--- src/rtl/sds_pkg.sv ---
package sds_pkg;
  typedef enum logic [1:0] {
    PH_UPPER = 2'd0,
    PH_LOWER = 2'd1,
    PH_IDLE  = 2'd2
  } phase_e;
endpackage

--- src/rtl/sds_slot_timer.sv ---
module sds_slot_timer
  import sds_pkg::*;
#(
  parameter int HALF_W      = 6,
  parameter int REPEATS     = 2,
  parameter int IDLE_CYCLES = 9
) (
  input  logic   clk,
  input  logic   rst,
  output logic   sample_start,
  output phase_e phase
);
  localparam int GROUP = (1 << HALF_W) + 1;
  localparam int GW    = $clog2(GROUP);
  localparam int RW    = $clog2(REPEATS + 1);

  logic [GW-1:0] grp_cnt;
  logic [RW-1:0] rep_cnt;
  logic          in_idle;
  logic          grp_last;
  logic          last_active;

  assign grp_last    = (grp_cnt == GW'(GROUP - 1));
  assign last_active = !in_idle && grp_last && (rep_cnt == RW'(REPEATS - 1));

  always_ff @(posedge clk) begin
    if (rst) begin
      grp_cnt <= '0;
      rep_cnt <= '0;
    end else if (!in_idle) begin
      if (grp_last) begin
        grp_cnt <= '0;
        rep_cnt <= (rep_cnt == RW'(REPEATS - 1)) ? '0 : rep_cnt + 1'b1;
      end else begin
        grp_cnt <= grp_cnt + 1'b1;
      end
    end
  end

  generate
    if (IDLE_CYCLES > 0) begin : g_idle
      localparam int IW = $clog2(IDLE_CYCLES + 1);
      logic [IW-1:0] idle_cnt;
      logic          idle_r;
      always_ff @(posedge clk) begin
        if (rst) begin
          idle_r   <= 1'b0;
          idle_cnt <= '0;
        end else if (idle_r) begin
          if (idle_cnt == IW'(IDLE_CYCLES - 1)) begin
            idle_r   <= 1'b0;
            idle_cnt <= '0;
          end else begin
            idle_cnt <= idle_cnt + 1'b1;
          end
        end else if (last_active) begin
          idle_r <= 1'b1;
        end
      end
      assign in_idle = idle_r;
    end else begin : g_no_idle
      assign in_idle = 1'b0;
    end
  endgenerate

  assign sample_start = !in_idle && (grp_cnt == '0) && (rep_cnt == '0);

  always_comb begin
    if (in_idle)       phase = PH_IDLE;
    else if (grp_last) phase = PH_LOWER;
    else               phase = PH_UPPER;
  end
endmodule

--- src/rtl/sds_delta_hold.sv ---
module sds_delta_hold #(
  parameter int DW = 12
) (
  input  logic          clk,
  input  logic          rst,
  input  logic          capture,
  input  logic [DW-1:0] in_mag,
  input  logic          in_neg,
  output logic [DW-1:0] cur_mag,
  output logic          cur_neg
);
  logic [DW-1:0] held_mag;
  logic          held_neg;

  always_ff @(posedge clk) begin
    if (rst) begin
      held_mag <= '0;
      held_neg <= 1'b0;
    end else if (capture) begin
      held_mag <= in_mag;
      held_neg <= in_neg;
    end
  end

  assign cur_mag = capture ? in_mag : held_mag;
  assign cur_neg = capture ? in_neg : held_neg;
endmodule

--- src/rtl/split_delta_seq.sv ---
module split_delta_seq
  import sds_pkg::*;
#(
  parameter int HALF_W      = 6,
  parameter int REPEATS     = 2,
  parameter int IDLE_CYCLES = 9
) (
  input  logic                  clk,
  input  logic                  rst,
  input  logic [2*HALF_W-1:0]   delta_mag,
  input  logic                  delta_neg,
  output logic [HALF_W-1:0]     net_bits,
  output logic                  half_sel,
  output logic                  dir_up,
  output logic                  drive_en
);
  localparam int DW = 2 * HALF_W;

  logic          sample_start;
  phase_e        phase;
  logic [DW-1:0] cur_mag;
  logic          cur_neg;

  sds_slot_timer #(
    .HALF_W(HALF_W), .REPEATS(REPEATS), .IDLE_CYCLES(IDLE_CYCLES)
  ) u_timer (
    .clk(clk), .rst(rst), .sample_start(sample_start), .phase(phase)
  );

  sds_delta_hold #(.DW(DW)) u_hold (
    .clk(clk), .rst(rst), .capture(sample_start),
    .in_mag(delta_mag), .in_neg(delta_neg),
    .cur_mag(cur_mag), .cur_neg(cur_neg)
  );

  always_ff @(posedge clk) begin
    if (rst) begin
      net_bits <= '0;
      half_sel <= 1'b0;
      dir_up   <= 1'b0;
      drive_en <= 1'b0;
    end else begin
      case (phase)
        PH_UPPER: begin
          net_bits <= cur_mag[DW-1:HALF_W];
          half_sel <= 1'b0;
          dir_up   <= !cur_neg;
          drive_en <= 1'b1;
        end
        PH_LOWER: begin
          net_bits <= cur_mag[HALF_W-1:0];
          half_sel <= 1'b1;
          dir_up   <= !cur_neg;
          drive_en <= 1'b1;
        end
        default: begin
          net_bits <= '0;
          half_sel <= 1'b0;
          dir_up   <= 1'b0;
          drive_en <= 1'b0;
        end
      endcase
    end
  end
endmodule

--- config.mk ---
export PLATFORM = sky130hd
export DESIGN_NAME = split_delta_seq
export DESIGN_NICKNAME = d
export VERILOG_FILES = /design/src/rtl/sds_pkg.sv /design/src/rtl/sds_slot_timer.sv /design/src/rtl/sds_delta_hold.sv /design/src/rtl/split_delta_seq.sv
export SDC_FILE = /design/constraint.sdc
export NUM_CORES = 1
export LEC_CHECK = 0
export BUFFER_PORTS_ARGS = -buffer_cell sky130_fd_sc_hd__buf_2
export CAP_MARGIN = 10
export CORE_MARGIN = 5
export CORE_UTILIZATION = 35
export CTS_CLUSTER_SIZE = 8
export DETAILED_ROUTE_END_ITERATION = 16
export GPL_TIMING_DRIVEN = 0
export PLACE_DENSITY = 0.52
export RECOVER_POWER = 25
export SLEW_MARGIN = 20
export SYNTH_ARGS = -nofsm -noshare
export SYNTH_HDL_FRONTEND = slang
export SYNTH_SLANG_ARGS = --single-unit
--- constraint.sdc ---
create_clock -name clk -period 3.55 [get_ports clk]
set_clock_uncertainty 0.1 [all_clocks]
set_input_delay 0 -clock clk [delete_from_list [all_inputs] [get_ports clk]]
set_output_delay 0 -clock clk [all_outputs]
set_load 0.005 [all_outputs]
# ---- Yosys cells after proc, flatten, opt, wreduce, memory -nomap -nowiden
# Index checks and enable logic that the tools add are counted.
dict set report classes {
  addsub 3
  n_mul 0
  n_div 0
  magnitude_cmp 0
  n_eq_ne 4
  n_shift 0
  muxes 13
  bitwise 2
  reduce_logical 12
}
# op n
set op_table {}
lappend op_table {{$mux W12} 1}
lappend op_table {{$pmux W6 S2} 1}
lappend op_table {{$add A7 B1 Y7 const B} 1}
lappend op_table {{$eq A7 B7 Y1 const B} 1}
lappend op_table {{$logic_not A7 Y1} 1}
lappend op_table {{$mux W1} 7}
lappend op_table {{$mux W7} 1}
lappend op_table {{$add A4 B1 Y4 const B} 1}
lappend op_table {{$eq A2 B1 Y1 const B} 2}
lappend op_table {{$eq A4 B4 Y1 const B} 1}
lappend op_table {{$logic_and A1 B1 Y1} 4}
lappend op_table {{$logic_not A2 Y1} 2}
lappend op_table {{$mux W2} 2}
lappend op_table {{$mux W4} 1}
lappend op_table {{$reduce_or A2 Y1} 2}
lappend op_table {{$add A2 B1 Y2 const B} 1}
lappend op_table {{$logic_not A1 Y1} 2}
lappend op_table {{$not A1 Y1} 2}
lappend op_table {{$reduce_and A2 Y1} 1}
dict set report word_totals {
  ff_bits 36
  latch_bits 0
  ram_bits 0
  rom_bits 0
  input_bits 15
  out_inout_bits 9
  elab_cells 44
  n_memories 0
}

# ---- Longest topological paths before layout
dict set report depth {
  depth_word 7
  mapped_depth 6
  ltp_nobuf 5
}

# ---- By module
# A second synthesis with hierarchy kept.
dict set report hier_totals {
  cells_unflattened 145
  hier_area_um2 1585.3
}
# mod n_inst cells_each area_per_inst_um2
set by_module_without_submodules {}
lappend by_module_without_submodules {sds_slot_timer 1 77 721.9}
lappend by_module_without_submodules {sds_delta_hold 1 41 564.3}
lappend by_module_without_submodules {split_delta_seq 1 27 299.0}

# ---- Least setup slack after synthesis
# Ideal clock, no wire load.
dict set report synth_timing {
  path_type {register to register}
  start {register u_timer.g_idle.idle_r}
  end {register dir_up}
  t_arrival_ns 1.635
  required_time_ns 3.327
  setup_slack_ns 1.691
  stages_incl_launch_ff 6
  n_path_buf 2
  synth_period_minus_slack_ns 1.859
  path_cell_list {dfxtp_1 buf_6 or4_4 buf_6 nor3_4 mux2_1}
}
dict set report synth_via {
  elab_chain_len 5
  word_cells_on_any_way 11
  cone_classes {1 x eq/ne; 2 x mux; 1 x bitwise; 7 x reduce/logical}
}
# item line_no
set synth_rtl {}
lappend synth_rtl {{start: declaration} sds_slot_timer.sv:44} ;# logic idle_r;
lappend synth_rtl {{start signal: assignment} sds_slot_timer.sv:47} ;# idle_r <= 1'b0;
lappend synth_rtl {{start signal: assignment} sds_slot_timer.sv:51} ;# idle_r <= 1'b0;
lappend synth_rtl {{start signal: assignment} sds_slot_timer.sv:57} ;# idle_r <= 1'b1;
lappend synth_rtl {{$mux W2 / $logic_not A1 Y1 (equally long branches)} {sds_slot_timer.sv:69, sds_slot_timer.sv:66}}
lappend synth_rtl {{$eq A2 B1 Y1 (tied with other cells)} split_delta_seq.sv:43} ;# case (phase)
lappend synth_rtl {{$reduce_or A2 Y1 (no source line) / $logic_and A1 B1 Y1 (equally long branches)} --}
lappend synth_rtl {{$not A1 Y1 (no source line) / $mux W1 (equally long branches)} --}
lappend synth_rtl {{$reduce_or A2 Y1 (no source line) / $logic_not A1 Y1 (equally long branches)} --}
lappend synth_rtl {{end signal: assignment} split_delta_seq.sv:47} ;# dir_up <= !cur_neg;
lappend synth_rtl {{end signal: assignment} split_delta_seq.sv:53} ;# dir_up <= !cur_neg;
lappend synth_rtl {{end: declaration} split_delta_seq.sv:14} ;# output logic dir_up,
# Parallel ways exist; a longest one is shown, timed or not.
# A chain may end at the register's enable or synchronous reset.

# ---- Worst setup path in the final report
dict set report layout_timing {
  start {register u_timer.g_idle.idle_r}
  end {register u_hold.held_neg}
}
dict set report layout_via {
  elab_chain_len 4
}
# item line_no
set layout_rtl {}
lappend layout_rtl {{$logic_not A1 Y1} sds_slot_timer.sv:66} ;# assign sample_start = !in_idle && (grp_cnt == '0) && (rep_cnt == '0);
lappend layout_rtl {{$logic_and A1 B1 Y1 (2 in a row)} sds_slot_timer.sv:66}
lappend layout_rtl {{$mux W1} --}
lappend layout_rtl {{end signal: assignment} sds_delta_hold.sv:21} ;# held_neg <= in_neg;
lappend layout_rtl {{end: declaration} sds_delta_hold.sv:13} ;# logic held_neg;
# Every way passes these cells.

==> summary.md <==
| Metric | Value |
|---|---|
| First-pass GRT wire length | between 6 and 7 mm |
| CTS sink cnt | 36 |
| Final nets | 241 |
| Fin Setup TNS | 0 ns |
| Max cap viols | 0 |
| Post-synthesis register bit count | 36 |
| Vias in the first global route | 1396 |
| WL per Instance | 13.4 um |
| Area share of the leading cell type in the synthesized netlist | 0.429 |
| Crit path kind | reg -> reg |
| Number of CTS-inserted buffers | 5 |
| Max rail drop VDD | approximately 0.21 mV |
| H-Tree Depth | 2 |
| Outcome | finished clean |
| Met3 routed WL | 212 um |
| Post-route minimum period | 2.14 ns |
| Critical Path Start Type | flop |
| Power per cell area | 432 nW/um^2 |
| Initial Utilization | 0.358 |
| Async set-reset flop share out of synthesis | 0 |
| Cts hold-fix bufs | 13 |
| CTS tree | built |
| Clock transition at path regs | 0.07 ns |
| Flop pwr share | 0.500 |
| Critical path's most frequent cell | buf_6 |
| Die ar. | 6280 um^2 |
| Worst Setup SP | u_timer.g_idle.idle_r |
| Cell Area, Synth | 1680 um^2 |
| Gate Count Post-Synth | ~180 |
| Worst path cell trace | clkbuf_1 > or4_4 > buf_6 > nor3_4 > buf_6 > mux2i_1 |
| Sequential area share after synthesis | 0.429 |
| Fmax | 466 MHz |
| Most frequent cells in the layout | dfxtp_1, nand2b_1, buf_2, mux2i_1, clkbuf_1 |
| Root buffer cell | clkbuf_8 |
| Leakage Power | slightly above 0.0008 uW |
| Clock share of power | 0.352 |
| Post-route ant nets | 0 |
| Vias per inst | 4.97 |
| Slew Limit Fails | 0 |
| Resized cells post-CTS | 0 |
| RSZ-0062 raised after global routing | false |
| Antenna violations before repair | 0 |
| Int Pwr | 673 uW |
| Yosys cell types | 36 |
| Largest net degree at the start of global routing | 11 |
| Fillers | 470 |
| Number of synthesized flops with an enable pin | 0 |
| Clock Path Buffers | 2 |
| Layout cells sized above 1 | 0.131 |
| Psw | 222 uW |
| Crit path DAT | 2.25 ns |
| Switching Share | 0.248 |
| Setup violators final | 0 |
| Global-route usage over all layers | 0.129 |
| Uppermost layer routed | met4 |
| Non-Filler Instances | 276 |
| I/O pins | 24 |
| Row count | 25 |
| Dominant cells by area after synthesis | dfxtp_1, nand2b_1, mux2i_1, ha_1, nand2_1 |
| DRT iter0 DRCs | 49 |
| Ant diodes | 0 |
| Worst Path Max Fanout | 10 |
| Met2 WL post-DR | 1.70 mm |
| Buffers added on ports | 23 |
| DP HPWL | 2.68 mm |
| Congestion Overflow GR | 0 |
| Total power | 896 uW |
| Die height | between 70 and 80 um |
| Via Count | 1371 |
| Largest stage delay on the critical path | 0.58 ns |
| GP Congestion | a little over 0.8 |
| Slowest cell on the critical path | or4_4 |
| WL met1 | 1.72 mm |
| Ys Warns | 0 |
| Post-synth top area cell | dfxtp_1 |
| Placed insts | around 260 |
| Rel. slew slack | 0.579 |
| Final wirelength | 3.70 mm |
| Syn-to-layout area delta | 23.5% |
| Final Hold Viols | 0 |
| Clock Latency Late Sink | 0.28 ns |
| Post-route DRC violation count | 0 |
| Hold Crit Start | rst |
| RR Startpoint | u_timer.g_idle.idle_r |
| Syn_nets | between 150 and 200 |
| Period utilization | 0.604 |
| Number of setup buffers added after CTS | 0 |
| Logic pwr share | 0.148 |
| Die Wd | 79.3 um |
| Req. time, crit path | about 3.7 ns |
| Most common cell after layout, fill and taps aside | dfxtp_1 |
| Synth Area per Inst | 9.38 um^2 |
| Type of the worst min-delay path | in -> reg |
| Synth Flop Type | dfxtp_1 |
| Slew of the pin with the lowest slew margin | roughly 0.63 ns |
| Pre-antenna DRT Iters | 4 |
| CP Capture Type | flop |
| Total core area | around 4700 um^2 |
-- worst paths after layout --
check	slack [ns]	cells past startpoint	to
worst max-delay path	1.41	6	u_hold.held_neg
worst min-delay path	0.04	3	net_bits[3]
worst max register to register	1.41	6	u_hold.held_neg
worst min register to register	0.36	2	net_bits[4]
-- critical path: cells and delay by family, from the launching register on --
| kind | cells | cell delay [ns] |
|---|---|---|
| flops | 1 | 0.31 |
| simple gates | 2 | 0.86 |
| mux | 1 | 0.20 |
| buf+inv | 3 | 0.59 |
-- cell families after synthesis --
kind of cell,synth area share
AO/OA/AOI/OAI,0.118
XOR/XNOR,0.0209
adder cells (fa/ha/maj),0.0298
buffers and inverters,0.0589
flip-flops,0.429
multiplexers,0.0961
AND/OR/NAND/NOR,0.247
-- cell usage after synthesis, drive strengths merged (2+ instances only) --
| master | number |
|---|---|
| dfxtp | 36 |
| mux2i | 15 |
| o21ai | 5 |
| xor2 | 3 |
| nor2 | 8 |
| a21oi | 7 |
| nand4b | 2 |
| nand2b | 29 |
| clkbuf | 8 |
| a22oi | 3 |
| or3 | 4 |
| buf | 4 |
| inv | 8 |
| nor3 | 4 |
| nand2 | 10 |
| or4 | 2 |
| nor4 | 4 |
| a211o | 2 |
| o41ai | 3 |
| o22ai | 3 |
| a211oi | 4 |
| ha | 4 |
-- power groups by stage --
stage	Combinational, uW	Sequential (uW)	Clock (uW)
final	133	448	315
after global routing	149	451	341
after CTS	136	448	321
after detailed placement	125	457	0
after global placement	122	456	0
after floorplan	84.3	455	0
-- flip-flops by register name (all words and copies together) (netlist names) --
name and count:
u_timer.grp_cnt 7, half_sel 1, net_bits 6, u_timer.rep_cnt 2, u_timer.g_idle.idle_r 1, u_hold.held_mag 12
u_hold.held_neg 1, drive_en 1, u_timer.g_idle.idle_cnt 4, dir_up 1
-- through the flow --
| stage | setup WS (ns) | utilization | area [um^2] | hold slack (ns) |
|---|---|---|---|---|
| 4_1_cts | 1.51 | 0.445 | 2090 | 0.0279 |
| 5_1_grt | 1.25 | 0.442 | 2070 | 0.0634 |
| 3_3_place_gp | 1.57 | 0.397 | 1860 | 0.165 |
| 6_report | 1.41 | 0.442 | 2070 | 0.0365 |
| 2_1_floorplan | 1.69 | - | 1680 | 0.0554 |
| 3_5_place_dp | 1.52 | 0.397 | 1860 | 0.178 |
-- per-layer routing --
layer	GRT usage	vias up
met4	0.0567	0
met5	0	-
met2	0.214	33
met1	0.153	624
li1	-	705
met3	0.0374	9
-- cell type report --
type	instances	area [um^2]	area share
timing repair buffer	36	238	0.115
sequential	36	721	0.348
inverter	8	30.0	0.0145
clock buffer	7	96.3	0.0465
multi-input combinational	123	860	0.415
buffer	12	61.3	0.0296
tap	54	67.6	0.0326
Note: power is estimated with default switching activity, not from simulation.
